### config.mk
export PLATFORM = sky130hd
export DESIGN_NAME = idrom_net_layer
export DESIGN_NICKNAME = d
export VERILOG_FILES = /design/src/rtl/idrom_pkg.sv /design/src/rtl/idrom_cmd_rx.sv /design/src/rtl/idrom_cursor.sv /design/src/rtl/idrom_net_layer.sv
export SDC_FILE = /design/constraint.sdc
export NUM_CORES = 1
export LEC_CHECK = 0
export ABC_AREA = 1
export BUFFER_PORTS_ARGS = -buffer_cell sky130_fd_sc_hd__clkbuf_2
export CAP_MARGIN = 25
export CORE_MARGIN = 2
export CORE_UTILIZATION = 60
export CTS_CLUSTER_DIAMETER = 100
export DETAILED_ROUTE_END_ITERATION = 10
export PLACE_DENSITY = 0.8
export SKIP_CTS_REPAIR_TIMING = 1
export SLEW_MARGIN = 20
export SYNTH_ARGS = -nofsm -noshare
export SYNTH_HDL_FRONTEND = slang
export SYNTH_HIERARCHICAL = 1
export SYNTH_SLANG_ARGS = --single-unit
### constraint.sdc
create_clock -name clk -period 2.05 [get_ports clk]
set_input_delay 0.205 -clock clk [delete_from_list [all_inputs] [get_ports clk]]
set_output_delay 0.205 -clock clk [all_outputs]
set_load 0.01 [all_outputs]
### src/rtl/idrom_pkg.sv
// Shared constants, types and CRC helpers for the ROM command layer.
// Assumes a 64-bit identity split as family / serial / check byte.
package idrom_pkg;

    localparam int FAM_W = 8;
    localparam int SER_W = 48;
    localparam int CRC_W = 8;
    localparam int ID_W  = FAM_W + SER_W + CRC_W;
    localparam int CMD_W = 8;

    localparam logic [CMD_W-1:0] CMD_READ   = 8'h33;
    localparam logic [CMD_W-1:0] CMD_MATCH  = 8'h55;
    localparam logic [CMD_W-1:0] CMD_SKIP   = 8'hCC;
    localparam logic [CMD_W-1:0] CMD_SEARCH = 8'hF0;

    // Reflected form of x^8 + x^5 + x^4 + 1
    localparam logic [CRC_W-1:0] CRC_TAPS = 8'h8C;

    typedef enum logic [2:0] {
        ST_DORMANT,
        ST_CMD,
        ST_READ,
        ST_MATCH,
        ST_SEARCH,
        ST_GRANT
    } rom_state_t;

    typedef enum logic [1:0] {
        PH_TRUE,
        PH_COMP,
        PH_PICK
    } srch_phase_t;

    // One serial CRC step, data bit enters at the low end
    function automatic logic [CRC_W-1:0] crc_step(input logic [CRC_W-1:0] c,
                                                   input logic b);
        logic fb;
        fb = c[0] ^ b;
        return (c >> 1) ^ (fb ? CRC_TAPS : '0);
    endfunction

    // CRC over the lowest n bits of v, bit 0 first, zero start
    function automatic logic [CRC_W-1:0] crc_over(input logic [ID_W-1:0] v,
                                                   input int n);
        logic [CRC_W-1:0] c;
        c = '0;
        for (int i = 0; i < n; i++) begin
            c = crc_step(c, v[i]);
        end
        return c;
    endfunction

endpackage

### src/rtl/idrom_cmd_rx.sv
// Command collector: gathers W write-slot bits, first bit into bit 0.
// Assumes the caller enables it only while a command is expected and
// clears it on every bus reset.
module idrom_cmd_rx #(
    parameter int W = 8
) (
    input  logic         clk,
    input  logic         rst_n,
    input  logic         clear,
    input  logic         en,
    input  logic         wr_stb,
    input  logic         wr_val,
    output logic         fire,
    output logic [W-1:0] word
);
    localparam int CNT_W = (W > 1) ? $clog2(W) : 1;

    logic [W-1:0]     shreg;
    logic [CNT_W-1:0] cnt;
    logic             take;

    assign take = en && wr_stb && !clear;
    assign fire = take && (cnt == CNT_W'(W - 1));
    assign word = {wr_val, shreg[W-1:1]};

    // Shift in command bits and count them
    always_ff @(posedge clk) begin
        if (!rst_n || clear) begin
            shreg <= '0;
            cnt   <= '0;
        end else if (take) begin
            shreg <= word;
            cnt   <= fire ? '0 : cnt + 1'b1;
        end
    end

endmodule

### src/rtl/idrom_cursor.sv
// Identity bit cursor: index of the current identity bit and, for search,
// which of the three slots of that bit is next.
// Assumes step_bit and step_phase are never raised together.
module idrom_cursor
    import idrom_pkg::*;
#(
    parameter int NBITS = 64
) (
    input  logic                       clk,
    input  logic                       rst_n,
    input  logic                       clear,
    input  logic                       step_bit,
    input  logic                       step_phase,
    output logic [$clog2(NBITS)-1:0]   idx,
    output srch_phase_t                phase,
    output logic                       at_last
);
    localparam int IDX_W = $clog2(NBITS);

    assign at_last = (idx == IDX_W'(NBITS - 1));

    // Advance bit index and search phase
    always_ff @(posedge clk) begin
        if (!rst_n || clear) begin
            idx   <= '0;
            phase <= PH_TRUE;
        end else if (step_bit) begin
            idx   <= idx + 1'b1;
            phase <= PH_TRUE;
        end else if (step_phase) begin
            phase <= srch_phase_t'(phase + 2'd1);
        end
    end

endmodule

### src/rtl/idrom_net_layer.sv
// ROM command layer: after each bus reset decodes one ROM command and
// runs read, match, skip or search against a parameter identity.
// Assumes strobes are single-cycle and come from a bit engine that
// drives the bus from tx_bit during read slots (1 = release).
module idrom_net_layer
    import idrom_pkg::*;
#(
    parameter logic [FAM_W-1:0] FAMILY_CODE = 8'h1B,
    parameter logic [SER_W-1:0] SERIAL_NUM  = 48'h0000_0000_0001,
    parameter logic [CRC_W-1:0] ID_CRC      =
        crc_over({{CRC_W{1'b0}}, SERIAL_NUM, FAMILY_CODE}, FAM_W + SER_W)
) (
    input  logic clk,
    input  logic rst_n,
    input  logic bus_reset,
    input  logic wr_stb,
    input  logic wr_val,
    input  logic rd_stb,
    output logic tx_bit,
    output logic grant
);
    localparam int               IDX_W   = $clog2(ID_W);
    localparam logic [ID_W-1:0]  ID_WORD = {ID_CRC, SERIAL_NUM, FAMILY_CODE};

    rom_state_t         state, state_nx;
    logic               grant_nx;
    logic               cur_clr, cur_bit, cur_ph;
    logic [IDX_W-1:0]   idx;
    srch_phase_t        phase;
    logic               at_last;
    logic               id_bit;
    logic               cmd_fire;
    logic [CMD_W-1:0]   cmd_word;

    idrom_cmd_rx #(.W(CMD_W)) u_cmd (
        .clk    (clk),
        .rst_n  (rst_n),
        .clear  (bus_reset),
        .en     (state == ST_CMD),
        .wr_stb (wr_stb),
        .wr_val (wr_val),
        .fire   (cmd_fire),
        .word   (cmd_word)
    );

    idrom_cursor #(.NBITS(ID_W)) u_cur (
        .clk        (clk),
        .rst_n      (rst_n),
        .clear      (cur_clr),
        .step_bit   (cur_bit),
        .step_phase (cur_ph),
        .idx        (idx),
        .phase      (phase),
        .at_last    (at_last)
    );

    assign id_bit = ID_WORD[idx];

    // Next-state, grant and cursor control
    always_comb begin
        state_nx = state;
        grant_nx = grant;
        cur_clr  = 1'b0;
        cur_bit  = 1'b0;
        cur_ph   = 1'b0;
        if (bus_reset) begin
            state_nx = ST_CMD;
            grant_nx = 1'b0;
            cur_clr  = 1'b1;
        end else begin
            unique case (state)
                ST_CMD: begin
                    if (cmd_fire) begin
                        cur_clr = 1'b1;
                        case (cmd_word)
                            CMD_READ:   state_nx = ST_READ;
                            CMD_MATCH:  state_nx = ST_MATCH;
                            CMD_SEARCH: state_nx = ST_SEARCH;
                            CMD_SKIP: begin
                                state_nx = ST_GRANT;
                                grant_nx = 1'b1;
                            end
                            default:    state_nx = ST_DORMANT;
                        endcase
                    end
                end
                ST_READ: begin
                    if (rd_stb) begin
                        if (at_last) begin
                            state_nx = ST_GRANT;
                            grant_nx = 1'b1;
                        end else begin
                            cur_bit = 1'b1;
                        end
                    end
                end
                ST_MATCH: begin
                    if (wr_stb) begin
                        if (wr_val != id_bit) begin
                            state_nx = ST_DORMANT;
                        end else if (at_last) begin
                            state_nx = ST_GRANT;
                            grant_nx = 1'b1;
                        end else begin
                            cur_bit = 1'b1;
                        end
                    end
                end
                ST_SEARCH: begin
                    if (phase != PH_PICK) begin
                        cur_ph = rd_stb;
                    end else if (wr_stb) begin
                        if (wr_val != id_bit) begin
                            state_nx = ST_DORMANT;
                        end else if (at_last) begin
                            state_nx = ST_GRANT;
                            grant_nx = 1'b1;
                        end else begin
                            cur_bit = 1'b1;
                        end
                    end
                end
                default: ;
            endcase
        end
    end

    // State and grant registers
    always_ff @(posedge clk) begin
        if (!rst_n) begin
            state <= ST_DORMANT;
            grant <= 1'b0;
        end else begin
            state <= state_nx;
            grant <= grant_nx;
        end
    end

    // Bus drive value for the current read slot
    always_comb begin
        tx_bit = 1'b1;
        if (state == ST_READ) begin
            tx_bit = id_bit;
        end else if (state == ST_SEARCH) begin
            if (phase == PH_TRUE)      tx_bit = id_bit;
            else if (phase == PH_COMP) tx_bit = !id_bit;
        end
    end

endmodule


=== Word level (Yosys, flattened, before mapping) ===
Memories as Yosys holds them, arrays and structs flattened. A register that Yosys moved wholly into a read port is not among the register bits.
Index checks and enable logic that the tools add are counted.

* Bits in registers: 23
* Memory bits (read-only): 64
* Input bits: 6
* Output and inout bits: 2
* Word-level logic and storage cells: 87
* Memories: 1

* Add/sub/neg operators: 3
* Order comparisons: 1
* Equality and inequality tests: 20
* Multiplexer cells: 38
* Bitwise gates (word level): 1
* Reduce and logical (&&, ||, !) cells: 16

{| class="wikitable"
|+ Memories
! memory !! depth !! width !! rd ports !! clocked after memory_dff !! wr ports !! line !! source
|-
| (name not given) || 64 || 1 || 1 || 1 || 0 || idrom_net_layer.sv:57 || <nowiki>assign id_bit = ID_WORD[idx];</nowiki>
|}

{| class="wikitable"
|+ Operators by type and width
! operator !! count
|-
| $mux W1 || 25
|-
| $pmux W3 S4 || 2
|-
| $mux W3 || 7
|-
| $eq A8 B8 Y1 const B || 2
|-
| $mux W6 || 2
|-
| $ne A2 B2 Y1 const B || 5
|-
| $ne A3 B3 Y1 const B || 3
|-
| $eq A8 B6 Y1 const B || 1
|-
| $eq A8 B7 Y1 const B || 1
|-
| $reduce_and A4 Y1 || 2
|-
| $lt A6 B7 Y1 const B || 1
|-
| $add A6 B1 Y6 const B || 1
|-
| $eq A3 B2 Y1 const B || 2
|-
| $eq A3 B3 Y1 const B || 2
|-
| $eq A6 B6 Y1 const B || 1
|-
| $reduce_and A5 Y1 || 1
|-
| $reduce_bool A5 Y1 || 1
|-
| $pmux W1 S4 || 1
|-
| $reduce_bool A4 Y1 || 1
|-
| $reduce_or A2 Y1 || 2
|-
| $add A3 B1 Y3 const B || 1
|-
| $eq A3 B1 Y1 const B || 1
|-
| $logic_and A1 B1 Y1 || 3
|-
| $logic_not A1 Y1 || 3
|-
| 7 further kinds || 8
|}

=== Longest topological paths before layout ===
Gate-level depths: netlist of the first run.

* Depth after elaboration: 10
* Mapped depth: 16
* Gate-level depth less buffers: 16

=== Modules after synthesis ===
Netlist of the first run, hierarchy kept.

{| class="wikitable"
|+ By module, submodules not included
! module !! times used !! cells an instance !! area each (sq um) !! sequential area each (sq um)
|-
| idrom_net_layer || 1 || 119 || 623.1 || 80.1
|-
| idrom_cmd_rx || 1 || 73 || 484.2 || 200.2
|-
| idrom_cursor || 1 || 47 || 350.3 || 160.2
|}

=== Least setup slack after synthesis of the first run ===
Ideal clock, no wire load.

* Path kind: flip-flop to flip-flop
* From: reg u_cur.idx[0]
* To: reg u_cur.idx[5]
* Library setup time: 0.115 ns
* Arrival time: 1.755 ns
* Data required time: 1.935 ns
* Path slack: 0.180 ns
* Cell stages (with the launch flop): 16
* Buffers on the path: 0
* Clock period less this slack: 1.870 ns
* Path through: dfxtp_1 -> or2_1 -> nand2_1 -> nand2_1 -> nand2_1 -> nand2_1 -> nand2_1 -> inv_1 -> nor2_1 -> nand3_1 -> a21oi_1 -> nand2_1 -> nor2_4 -> nand3_1 -> nand2_1 -> nor2_1

* Cells in the longest elaborated chain, start to end: 7
* Elaborated cells between the ends (all ways): 9
* Classes of those cells: add/sub: 1; eq/ne: 1; mux: 7

{| class="wikitable"
|+ RTL lines
! what !! line !! source
|-
| start, declared || idrom_cursor.sv:14 || <nowiki>output logic [$clog2(NBITS)-1:0] idx,</nowiki>
|-
| start signal, assigned || idrom_cursor.sv:28 || <nowiki>idx <= idx + 1'b1;</nowiki>
|-
| $eq A6 B6 Y1 (*) || idrom_cursor.sv:20 || <nowiki>assign at_last = (idx == IDX_W'(NBITS - 1));</nowiki>
|-
| $mux W1 (*) || idrom_net_layer.sv:89, idrom_net_layer.sv:101, idrom_net_layer.sv:115 ||
|-
| $mux W1 || idrom_net_layer.sv:99 || <nowiki>if (wr_val != id_bit) begin</nowiki>
|-
| $mux W1 || idrom_net_layer.sv:98 || <nowiki>if (wr_stb) begin</nowiki>
|-
| $mux W1 || idrom_net_layer.sv:110 || <nowiki>if (phase != PH_PICK) begin</nowiki>
|-
| $pmux W1 S3 (*) || idrom_net_layer.sv:71 || <nowiki>unique case (state)</nowiki>
|-
| $mux W1 (*) || idrom_net_layer.sv:66 || <nowiki>if (bus_reset) begin</nowiki>
|-
| net cur_bit || idrom_net_layer.sv:27 || <nowiki>logic cur_clr, cur_bit, cur_ph;</nowiki>
|}

The timed path passes the listed nets; every way through them passes the cells marked *.
A chain may end at the register's enable or synchronous reset.

=== Final worst setup path of the first run ===
* From: reg u_cur.idx[0]
* To: reg u_cur.idx[3]

The elaborated chain is that of the path after synthesis.

==> metrics.cfg, run 1 <==
[floorplan]
start_util = 0.647
die_w_um = 53.3
row_count = 17
ios = 8
fp.dieArea_um2 = 2840
core_area_um2 = 2250
die_h_um = 53.3

[critical_path]
startpoint = u_cur/idx[0]$_SDFFE_PP0P_
crit_top_cell = nand2_2
worstSetupPathType = reg -> reg
cpMaxStageDelayCell = dfxtp_4
end_kind = flip-flop
reg2reg_from = u_cur/idx[0]$_SDFFE_PP0P_
startpoint_type = flip-flop
crit_arrival_ns = 2.13
cp_data_required_time_ns = 2.27
crit_end = u_cur/idx[3]$_SDFFE_PP0P_
worstRegToRegCells = 16
rr_endpoint = u_cur/idx[3]$_SDFFE_PP0P_
cp_max_fo = 8
path_cells = or2_1, nand2_1, nand2_2, nand2_2, nand2_2, nand2_2, inv_2, nor2_4, nand3_2, a21oi_2, buf_6, nand2_4, nor2_4, nand2_1, nand2_1, nor2_1
max_stage_delay_ns = 0.39
r2r_slack_ns = 0.13

[run_status]
outcome = finished, final reports clean

[place]
hpwl_um = 2110
place_area_um2 = 1550
numPortBuffers = 7
post-place-cells = 277
gp_congestion = 0.926

[global_routing]
grt_max_degree = 17
gr-usage-all-layers = 0.223
grt_pass1_vias = 1230
grt_pass1_wl_um = 4690
grt-ovfl-total = 0
antenna_found_initial = 0

[detailed_routing]
vias_per_cell = 5.09
antenna_left = 0
remaining_drc_errors = 0
drt_iter0_drc = 33
wl_um = 2820
vias = 1440
wl_per_cell_um = 9.97
drt_first_pass_iters = 4

[sta]
relSlewSlack = 0.743
grt_setup_unrepaired = true
period_needed_ns = 1.92
slew_viol_final = 0
finalCritPeriodShare = 0.936
max_freq_ghz = 0.521
finalSetupViolCount = 0
worst_pin_slew_ns = 0.385
hold_viol = 0
fin_skew_ns = 0.0119

[finish]
finalInstanceArea_um2 = 1660
nets = 265
fill_cells = 210
drive_gt1_frac = 0.192
antenna_cells = 0
fin_util = 0.735
finalNonFillerCells = 283
layout-area-overhead-vs-synth_pct = 13.6

[synth]
synth_warnings = 6
yosys.cell_types.count = 27
async_flop_share = 0
synthesis.area_um2 = 1460
ys_seq_elements = 22
synth-edff-count = 0
synth_fp_nets = 248
yosysSeqAreaShare = 0.302
syn-mean-instance-area_um2 = 6.10
ys.flop_type = dfxtp_1
syn_inst = 239

[clock_tree]
cts_tree = built
clk_pin_slew_worst_paths_ns = 0.13
clockBufferDepth = 2
htree_levels = 1
numCtsBuffers = 3
insertion_delay_ns = 0.31
cts_sinks = 22
root_buffer = clkbuf_4

[power_and_ir_drop]
powerDensity_nw_per_um2 = 451
ir_worst_vdd_mv = 0.402
leakage_uw = 0.000751
finalPower_uw = 747

[worst_hold_path]
hp-class = in -> reg

[flow_run]
maxCapViolCount = 0

## worst min-delay path by stage
stage | start | end | slack (ns) | cells past startpoint
global placement | rst_n | state[0]$_SDFFE_PN0P_ | 0.47 | 3
finish | rst_n | state[0]$_SDFFE_PN0P_ | 0.13 | 3
floorplan | rst_n | state[0]$_SDFFE_PN0P_ | 0.34 | 2
CTS | rst_n | state[0]$_SDFFE_PN0P_ | 0.13 | 3
global route | rst_n | state[0]$_SDFFE_PN0P_ | 0.14 | 3
detailed placement | rst_n | state[0]$_SDFFE_PN0P_ | 0.47 | 3
## where the power goes
part / internal, uW / total [uW] / switching (uW)
logic: 23.2 / 66.7 / 43.5
registers: 431 / 436 / 5.40
clock network: 108 / 243 / 135
total: 563 / 747 / 184
## cells in the final DEF, fill, tap and decap left out
| cell type | n |
|---|---|
| o21bai_1 | 1 |
| nand2_2 | 7 |
| or2_1 | 1 |
| nor2_4 | 5 |
| dfxtp_2 | 2 |
| o21ai_0 | 11 |
| a21oi_2 | 1 |
| clkbuf_4 | 3 |
| buf_6 | 1 |
| inv_2 | 5 |
| nand4_1 | 5 |
| nand4_4 | 1 |
| a21oi_1 | 9 |
| o21ai_4 | 1 |
| dfxtp_1 | 19 |
| nor2_1 | 47 |
| nand3_2 | 4 |
| a31oi_1 | 1 |
| nand2_1 | 59 |
| ha_1 | 3 |
| nor3b_1 | 1 |
| nand2_4 | 1 |
| xor2_1 | 1 |
| inv_1 | 36 |
| o21ai_1 | 1 |
| clkbuf_8 | 1 |
| nor3_1 | 1 |
| nor2_2 | 2 |
| nand3_1 | 9 |
| nand3_4 | 1 |
| buf_4 | 6 |
| dfxtp_4 | 1 |
| o31ai_1 | 1 |
| clkbuf_2 | 7 |
## registers in the layout, summed over array words and instances, names as in the netlist
register     count
u_cur/idx        6
u_cmd/shreg      7
grant            1
state            3
u_cur/phase      2
u_cmd/cnt        3
## kinds of logic after synthesis
kind of cell    after synthesis  share of synthesized area
fa+ha+maj                     3                     0.0258
buf+inv                      43                      0.118
compound gates               26                      0.101
simple gates                144                      0.446
xor+xnor                      1                    0.00601
flops                        22                      0.302
## area by class of cell
cell class | count | area (um2) | area share
multi-input cells | 174 | 893 | 0.539
flip-flops and latches | 22 | 447 | 0.270
inverters | 41 | 154 | 0.0929
repair buffers | 14 | 91.3 | 0.0551
clock buffers | 4 | 36.3 | 0.0219
well taps | 28 | 35.0 | 0.0211
## layer usage
metal | part of all wire | track usage | vias to the layer above
li1 | - | - | 775
met5 | 0 | 0 | -
met1 | 0.49 | 0.288 | 645
met2 | 0.48 | 0.379 | 16
met4 | 0.011 | 0.0641 | 0
met3 | 0.023 | 0.0339 | 4
## cell usage after synthesis, drive strengths merged, types with 2 or more instances
cell type	number	area, um2
a21oi	10	50.1
buf	2	18.8
dfxtp	22	440
ha	3	37.5
inv	41	154
nand2	67	256
nand3	14	92.6
nand4	6	52.6
nor2	54	230
o21ai	13	76.3
## stage by stage
stage / setup slack, ns / setup TNS (ns) / hold slack (ns)
floorplan: 0.180 / 0 / 0.337
global placement: 0.181 / 0 / 0.468
detailed placement: 0.0948 / 0 / 0.474
CTS: 0.0770 / 0 / 0.130
global route: -0.0169 / -0.0305 / 0.143
finish: 0.131 / 0 / 0.129
## worst max-delay path, delay by kind of cell, from the launching register on
kind	cells	cell delay (ns)
AOI/OAI and AO/OA	1	0.16
buffers and inverters	2	0.19
DFF	1	0.39
and+or+nand+nor	13	1.09
Note: power is estimated with default switching activity, not from simulation.
==> run 2: changes to the inputs <==
HOLD_SLACK_MARGIN = 0.12   (was not set)
PLACE_DENSITY = 0.79   (was 0.8)
==> run 2 against run 1 <==
Against the previous run:
- sequential cell count unchanged
- utilization shrank 1.6 points
- power grew 11%
- clock-buffer cell count decreased by 1
- hold slack got worse by 0.0086 ns
- clock power rose by 36%
- global-route usage down 0.43 points
- setup slack better by 0.039 ns
- fmax increased by 2.1%
- wire length decreased by 3.2%
- largest cell class unchanged
==> metrics.cfg, run 2 (synthesized netlist as in run 1, its figures left out) <==
[critical_path]
cp.buffers_inverters = 3  ; +1
startpoint_type = flip-flop
max_stage_delay_ns = 0.40  ; about the same
cp_data_required_time_ns = 2.29  ; +0.02 ns
critical-path-top-delay-family = simple AND/OR/NAND/NOR gates
end_kind = flip-flop
crit_arrival_ns = 2.12  ; about the same
path_cells = ha_1, nand3_1, nor2_1, inv_1, nand3_1, a21oi_4, buf_4, inv_1, nand2_1, nor3b_1
cp_max_fo = 8  ; unchanged
worstSetupPathType = reg -> reg
cpMaxStageDelayCell = dfxtp_4

[detailed_routing]
wl_per_cell_um = 9.78  ; -1.8%
drt_first_pass_iters = 4  ; unchanged
wl_um = 2730  ; -3.2%
drt_iter0_drc = 37  ; +12%
vias_per_cell = 4.93  ; -3.1%
remaining_drc_errors = 0  ; unchanged
vias = 1375  ; -4.5%
antenna_left = 0  ; unchanged

[power_and_ir_drop]
ir_worst_vdd_mv = 0.480  ; +19%
netSwitchingFraction = 0.218  ; -0.0289
powerDensity_nw_per_um2 = 511  ; +13%
p_int_uw = 649  ; +15%
power_frac_clock = 0.399  ; +0.073
pwr-share-seq = 0.527  ; -0.058
p_comb_frac = 0.074  ; -0.015
leakage_uw = 0.000722  ; -3.8%
p_sw_uw = 180  ; -2.0%

[place]
post-place-cells = 275  ; -0.72%
hpwl_um = 2100  ; -0.44%
gp_congestion = 0.859  ; -7.2%
numPortBuffers = 7  ; unchanged

[flow_run]
maxCapViolCount = 0  ; unchanged

[global_routing]
grt_pass1_vias = 1153  ; -6.3%
grt_max_degree = 17  ; unchanged
grt-ovfl-total = 0  ; unchanged
gr-usage-all-layers = 0.219  ; -0.00426
use_met3 = 0.0339  ; unchanged
met2_usage = 0.368  ; -0.0103
antenna_found_initial = 0  ; unchanged
top_usage_layer = met2
grt_pass1_wl_um = 4570  ; -2.5%
met1_usage = 0.279  ; -0.00910

[sta]
finalSetupViolCount = 0  ; unchanged
period_needed_ns = 1.88  ; -0.0386 ns
hold_viol = 0  ; unchanged
worst_pin_slew_ns = 0.383  ; -0.00170 ns
max_freq_ghz = 0.532  ; +2.1%
relSlewSlack = 0.744  ; +0.00113
grt_setup_unrepaired = false
slew_viol_final = 0  ; unchanged
tns_ns = 0  ; unchanged
fin_skew_ns = 0.000983  ; -0.0109 ns
finalCritPeriodShare = 0.917  ; -0.0188

[finish]
drive_gt1_frac = 0.167  ; -0.0248
finalNonFillerCells = 279  ; -1.4%
final_cell_mix = 62 x nand2_1, 47 x nor2_1, 37 x inv_1
largest_registers = u_cmd/shreg x7, u_cur/idx x6
max_flop_register = u_cmd/shreg
largest_reg_flops = 7  ; unchanged
final_common_cell = nand2_1
nets = 261  ; -1.5%
antenna_cells = 0  ; unchanged
layout-area-overhead-vs-synth_pct = 11.2

[clock_tree]
root_buffer = clkbuf_4
clk_pin_slew_worst_paths_ns = 0.12  ; about the same
numCtsBuffers = 3  ; unchanged
cts_tree = built
insertion_delay_ns = 0.31  ; about the same
htree_levels = 1  ; unchanged
cts_sinks = 22  ; unchanged
clockBufferDepth = 2  ; unchanged

[floorplan]
row_count = 17  ; unchanged
fp.dieArea_um2 = 2840  ; unchanged
die_w_um = 53.3  ; unchanged
die_h_um = 53.3  ; unchanged
ios = 8  ; unchanged
start_util = 0.647  ; unchanged
core_area_um2 = 2250  ; unchanged

[worst_hold_path]
hp-class = in -> reg

[run_status]
outcome = finished, final reports clean

-- run 2: changes by cell type in the layout (fill, tap and decap cells not counted), moves of 2 or more --
cell,before,now
buf_4,6,3
dfxtp_1,19,17
dfxtp_2,2,4
nand2_1,59,62
nand2_2,7,5
nor2_2,2,4
nor2_4,5,3
-- run 2: layout make-up --
cell class	instances	area, um2
multi-input combinational	174	873
timing repair buffer	10	57.6
tap	28	35.0
sequential	22	449
fill	201	633
clock inverter	1	30.0
clock buffer	3	22.5
inverter	41	154
-- run 2: final timing paths --
kind                            slack [ns]                       from  cells after the start                          end
worst max-delay path                  0.17  u_cur/idx[0]$_SDFFE_PP0P_                     10  u_cur/phase[0]$_SDFFE_PP0P_
worst min-delay path                  0.12                      rst_n                      3        state[0]$_SDFFE_PN0P_
worst max register to register        0.17  u_cur/idx[0]$_SDFFE_PP0P_                     10  u_cur/phase[0]$_SDFFE_PP0P_
worst min register to register        0.49  u_cur/idx[0]$_SDFFE_PP0P_                      1    u_cur/idx[0]$_SDFFE_PP0P_
-- run 2: layer usage --
layer	share of wire	wire length (um)
met1	0.51	1390
met2	0.46	1250
met3	0.020	54
met4	0.014	39
met5	0	0
-- run 2: power by group through the flow --
| stage | clock network, uW | logic, uW | registers, uW |
|---|---|---|---|
| after global placement | 0 | 59.0 | 448 |
| after CTS | 342 | 59.8 | 438 |
| final | 331 | 61.5 | 437 |
| after detailed placement | 0 | 59.7 | 448 |
| after floorplan | 0 | 44.4 | 446 |
| after global routing | 355 | 69.8 | 438 |
-- run 2: metrics by stage --
stage	area (um2)	hold slack (ns)	setup slack, ns	total power, uW	utilization
after floorplan	1460	0.337	0.180	491	-
after global placement	1530	0.458	0.176	507	0.679
after detailed placement	1530	0.456	0.107	507	0.679
after CTS	1580	0.113	0.0720	840	0.703
after global routing	1620	0.124	0.0158	863	0.719
final	1620	0.121	0.170	829	0.719
-- run 2: worst register-to-register path, stage by stage, from the launching register on --
cell and delay (ns):
dfxtp_4 0.40, ha_1 0.19, nand3_1 0.08, nor2_1 0.18, inv_1 0.16, nand3_1 0.17, a21oi_4 0.09, buf_4 0.15
inv_1 0.10, nand2_1 0.09, nor3b_1 0.20
==> run 3: changes to the inputs <==
REMOVE_ABC_BUFFERS = 1   (was not set)
==> run 3 against run 2 <==
Against the previous run:
- sequential cell count unchanged
- final cell count up 0.36%
- non-clock buffer count up 1
- critical path type unchanged
- critical path depth up 5
- setup slack worse by 0.032 ns
- sequential share of layout area up 0.37 points
- power down 11%
- design area down 1.3%
- highest routed layer unchanged
==> metrics.cfg, run 3 (synthesized netlist as in run 1, its figures left out) <==
[finish]
layout-area-overhead-vs-synth_pct = 9.79
final_cell_mix = 63 x nand2_1, 47 x nor2_1, 37 x inv_1
finalNonFillerCells = 280  ; +0.36%
drive_gt1_frac = 0.159  ; -0.00860
fin_util = 0.710  ; -0.00943
antenna_cells = 0  ; unchanged
final_common_cell = nand2_1
nets = 262  ; +0.38%
largest_registers = u_cmd/shreg x7, u_cur/idx x6
max_flop_register = u_cmd/shreg
largest_reg_flops = 7  ; unchanged

[detailed_routing]
wl_um = 2810  ; +2.9%
drt_iter0_drc = 32  ; -14%
vias_per_cell = 4.98  ; +0.95%
drt_first_pass_iters = 4  ; unchanged
wl_per_cell_um = 10.0  ; +2.5%
remaining_drc_errors = 0  ; unchanged
antenna_left = 0  ; unchanged
vias = 1393  ; +1.3%

[critical_path]
critical-path-top-delay-family = simple AND/OR/NAND/NOR gates
rr_endpoint = u_cur/idx[4]$_SDFFE_PP0P_
path_cells = or2_1, nand2_1, nand2_1, nand2_1, nand2_1, nand2_2, inv_1, nor2_2, nand3_1, a21oi_2, nand2_1, nor2_2, nand2_1, nand2_1, nor2_1
cp.buffers_inverters = 1  ; -2
startpoint = u_cur/idx[0]$_SDFFE_PP0P_
crit_arrival_ns = 2.13  ; about the same
r2r_slack_ns = 0.14  ; -0.03 ns
cp.depth = 15  ; +5
end_kind = flip-flop
startpoint_type = flip-flop
crit_top_cell = nand2_1
cp_data_required_time_ns = 2.27  ; -0.02 ns
worstSetupPathType = reg -> reg
worstRegToRegCells = 15  ; +5
cp_max_fo = 8  ; unchanged
cpMaxStageDelayCell = dfxtp_4
max_stage_delay_ns = 0.39  ; about the same
reg2reg_from = u_cur/idx[0]$_SDFFE_PP0P_
crit_end = u_cur/idx[4]$_SDFFE_PP0P_

[place]
numPortBuffers = 7  ; unchanged
hpwl_um = 2140  ; +1.5%
post-place-cells = 275  ; unchanged
gp_congestion = 0.862  ; +0.40%

[sta]
finalSetupViolCount = 0  ; unchanged
worst_pin_slew_ns = 0.394  ; +0.0111 ns
slew_viol_final = 0  ; unchanged
relSlewSlack = 0.737  ; -0.00742
max_freq_ghz = 0.523  ; -1.7%
finalCritPeriodShare = 0.933  ; +0.0158
fin_skew_ns = 0.00335  ; +0.00237 ns
period_needed_ns = 1.91  ; +0.0324 ns
hold_viol = 0  ; unchanged

[floorplan]
start_util = 0.647  ; unchanged
die_h_um = 53.3  ; unchanged
ios = 8  ; unchanged
row_count = 17  ; unchanged
fp.dieArea_um2 = 2840  ; unchanged
die_w_um = 53.3  ; unchanged
core_area_um2 = 2250  ; unchanged

[power_and_ir_drop]
p_int_uw = 561  ; -14%
ir_worst_vdd_mv = 0.415  ; -13%
netSwitchingFraction = 0.243  ; +0.0256
pwr-share-seq = 0.589  ; +0.062
powerDensity_nw_per_um2 = 463  ; -9.5%
p_comb_frac = 0.084  ; +0.010
p_sw_uw = 180  ; -0.13%
power_frac_clock = 0.326  ; -0.073
leakage_uw = 0.000718  ; -0.58%

[clock_tree]
insertion_delay_ns = 0.31  ; about the same
cts_tree = built
numCtsBuffers = 3  ; unchanged
cts_sinks = 22  ; unchanged
clk_pin_slew_worst_paths_ns = 0.12  ; about the same
root_buffer = clkbuf_4
htree_levels = 1  ; unchanged
clockBufferDepth = 2  ; unchanged

[global_routing]
gr-usage-all-layers = 0.220  ; +0.00164
grt-ovfl-total = 0  ; unchanged
grt_pass1_wl_um = 4590  ; +0.31%
grt_pass1_vias = 1185  ; +2.8%
grt_max_degree = 17  ; unchanged
antenna_found_initial = 0  ; unchanged

[worst_hold_path]
hp-class = in -> reg

[run_status]
outcome = finished, final reports clean

[flow_run]
maxCapViolCount = 0  ; unchanged

==> run 3: how the worst min path moves through the flow <==
stage	start	to	slack, ns	depth (start not counted)
final	wr_val	u_cmd/shreg[7]$_SDFFE_PP0P_	0.23	3
after global placement	rst_n	state[0]$_SDFFE_PN0P_	0.46	3
after CTS	rst_n	state[0]$_SDFFE_PN0P_	0.11	3
after floorplan	rst_n	state[0]$_SDFFE_PN0P_	0.34	2
after global routing	wr_val	u_cmd/shreg[7]$_SDFFE_PP0P_	0.24	3
after detailed placement	rst_n	state[0]$_SDFFE_PN0P_	0.46	3
==> run 3: worst reg2reg max path: stages, from the launching register on <==
cell and delay (ns):
dfxtp_4 0.39, or2_1 0.20, nand2_1 0.06, nand2_1 0.07, nand2_1 0.08, nand2_1 0.06, nand2_2 0.07, inv_1 0.06
nor2_2 0.09, nand3_1 0.09, a21oi_2 0.24, nand2_1 0.14, nor2_2 0.13, nand2_1 0.06, nand2_1 0.05, nor2_1 0.04
==> run 3: metal layers <==
layer | up-vias | global-route usage | share of wire
met5 | - | 0 | 0
met4 | 0 | 0.115 | 0.021
met3 | 6 | 0.0254 | 0.028
met2 | 20 | 0.366 | 0.45
met1 | 601 | 0.275 | 0.50
li1 | 766 | - | -
==> run 3: area by class of cell <==
type	instances	area, um2
Timing Repair Buffer	11	67.6
Inverter	41	154
Tap cell	28	35.0
Fill cell	221	654
Sequential cell	22	449
Multi-Input combinational cell	174	858
Clock buffer	4	36.3
==> run 3: per-stage QoR <==
step / hold slack [ns] / total power (uW) / setup WS (ns) / setup TNS (ns) / instance area [um2]
floorplan: 0.337 / 487 / 0.180 / 0 / 1440
detailed placement: 0.460 / 508 / 0.0939 / 0 / 1530
CTS: 0.115 / 751 / 0.0769 / 0 / 1570
finish: 0.227 / 741 / 0.137 / 0 / 1600
global route: 0.244 / 774 / -0.00382 / -0.00382 / 1600
global placement: 0.458 / 507 / 0.178 / 0 / 1530
==> run 3: power by group through the flow <==
stage / sequential, uW / clock, uW / combinational (uW)
global route: 438 / 265 / 71.5
global placement: 448 / 0 / 58.9
detailed placement: 448 / 0 / 60.3
floorplan: 446 / 0 / 41.0
finish: 437 / 242 / 62.6
CTS: 438 / 252 / 60.5
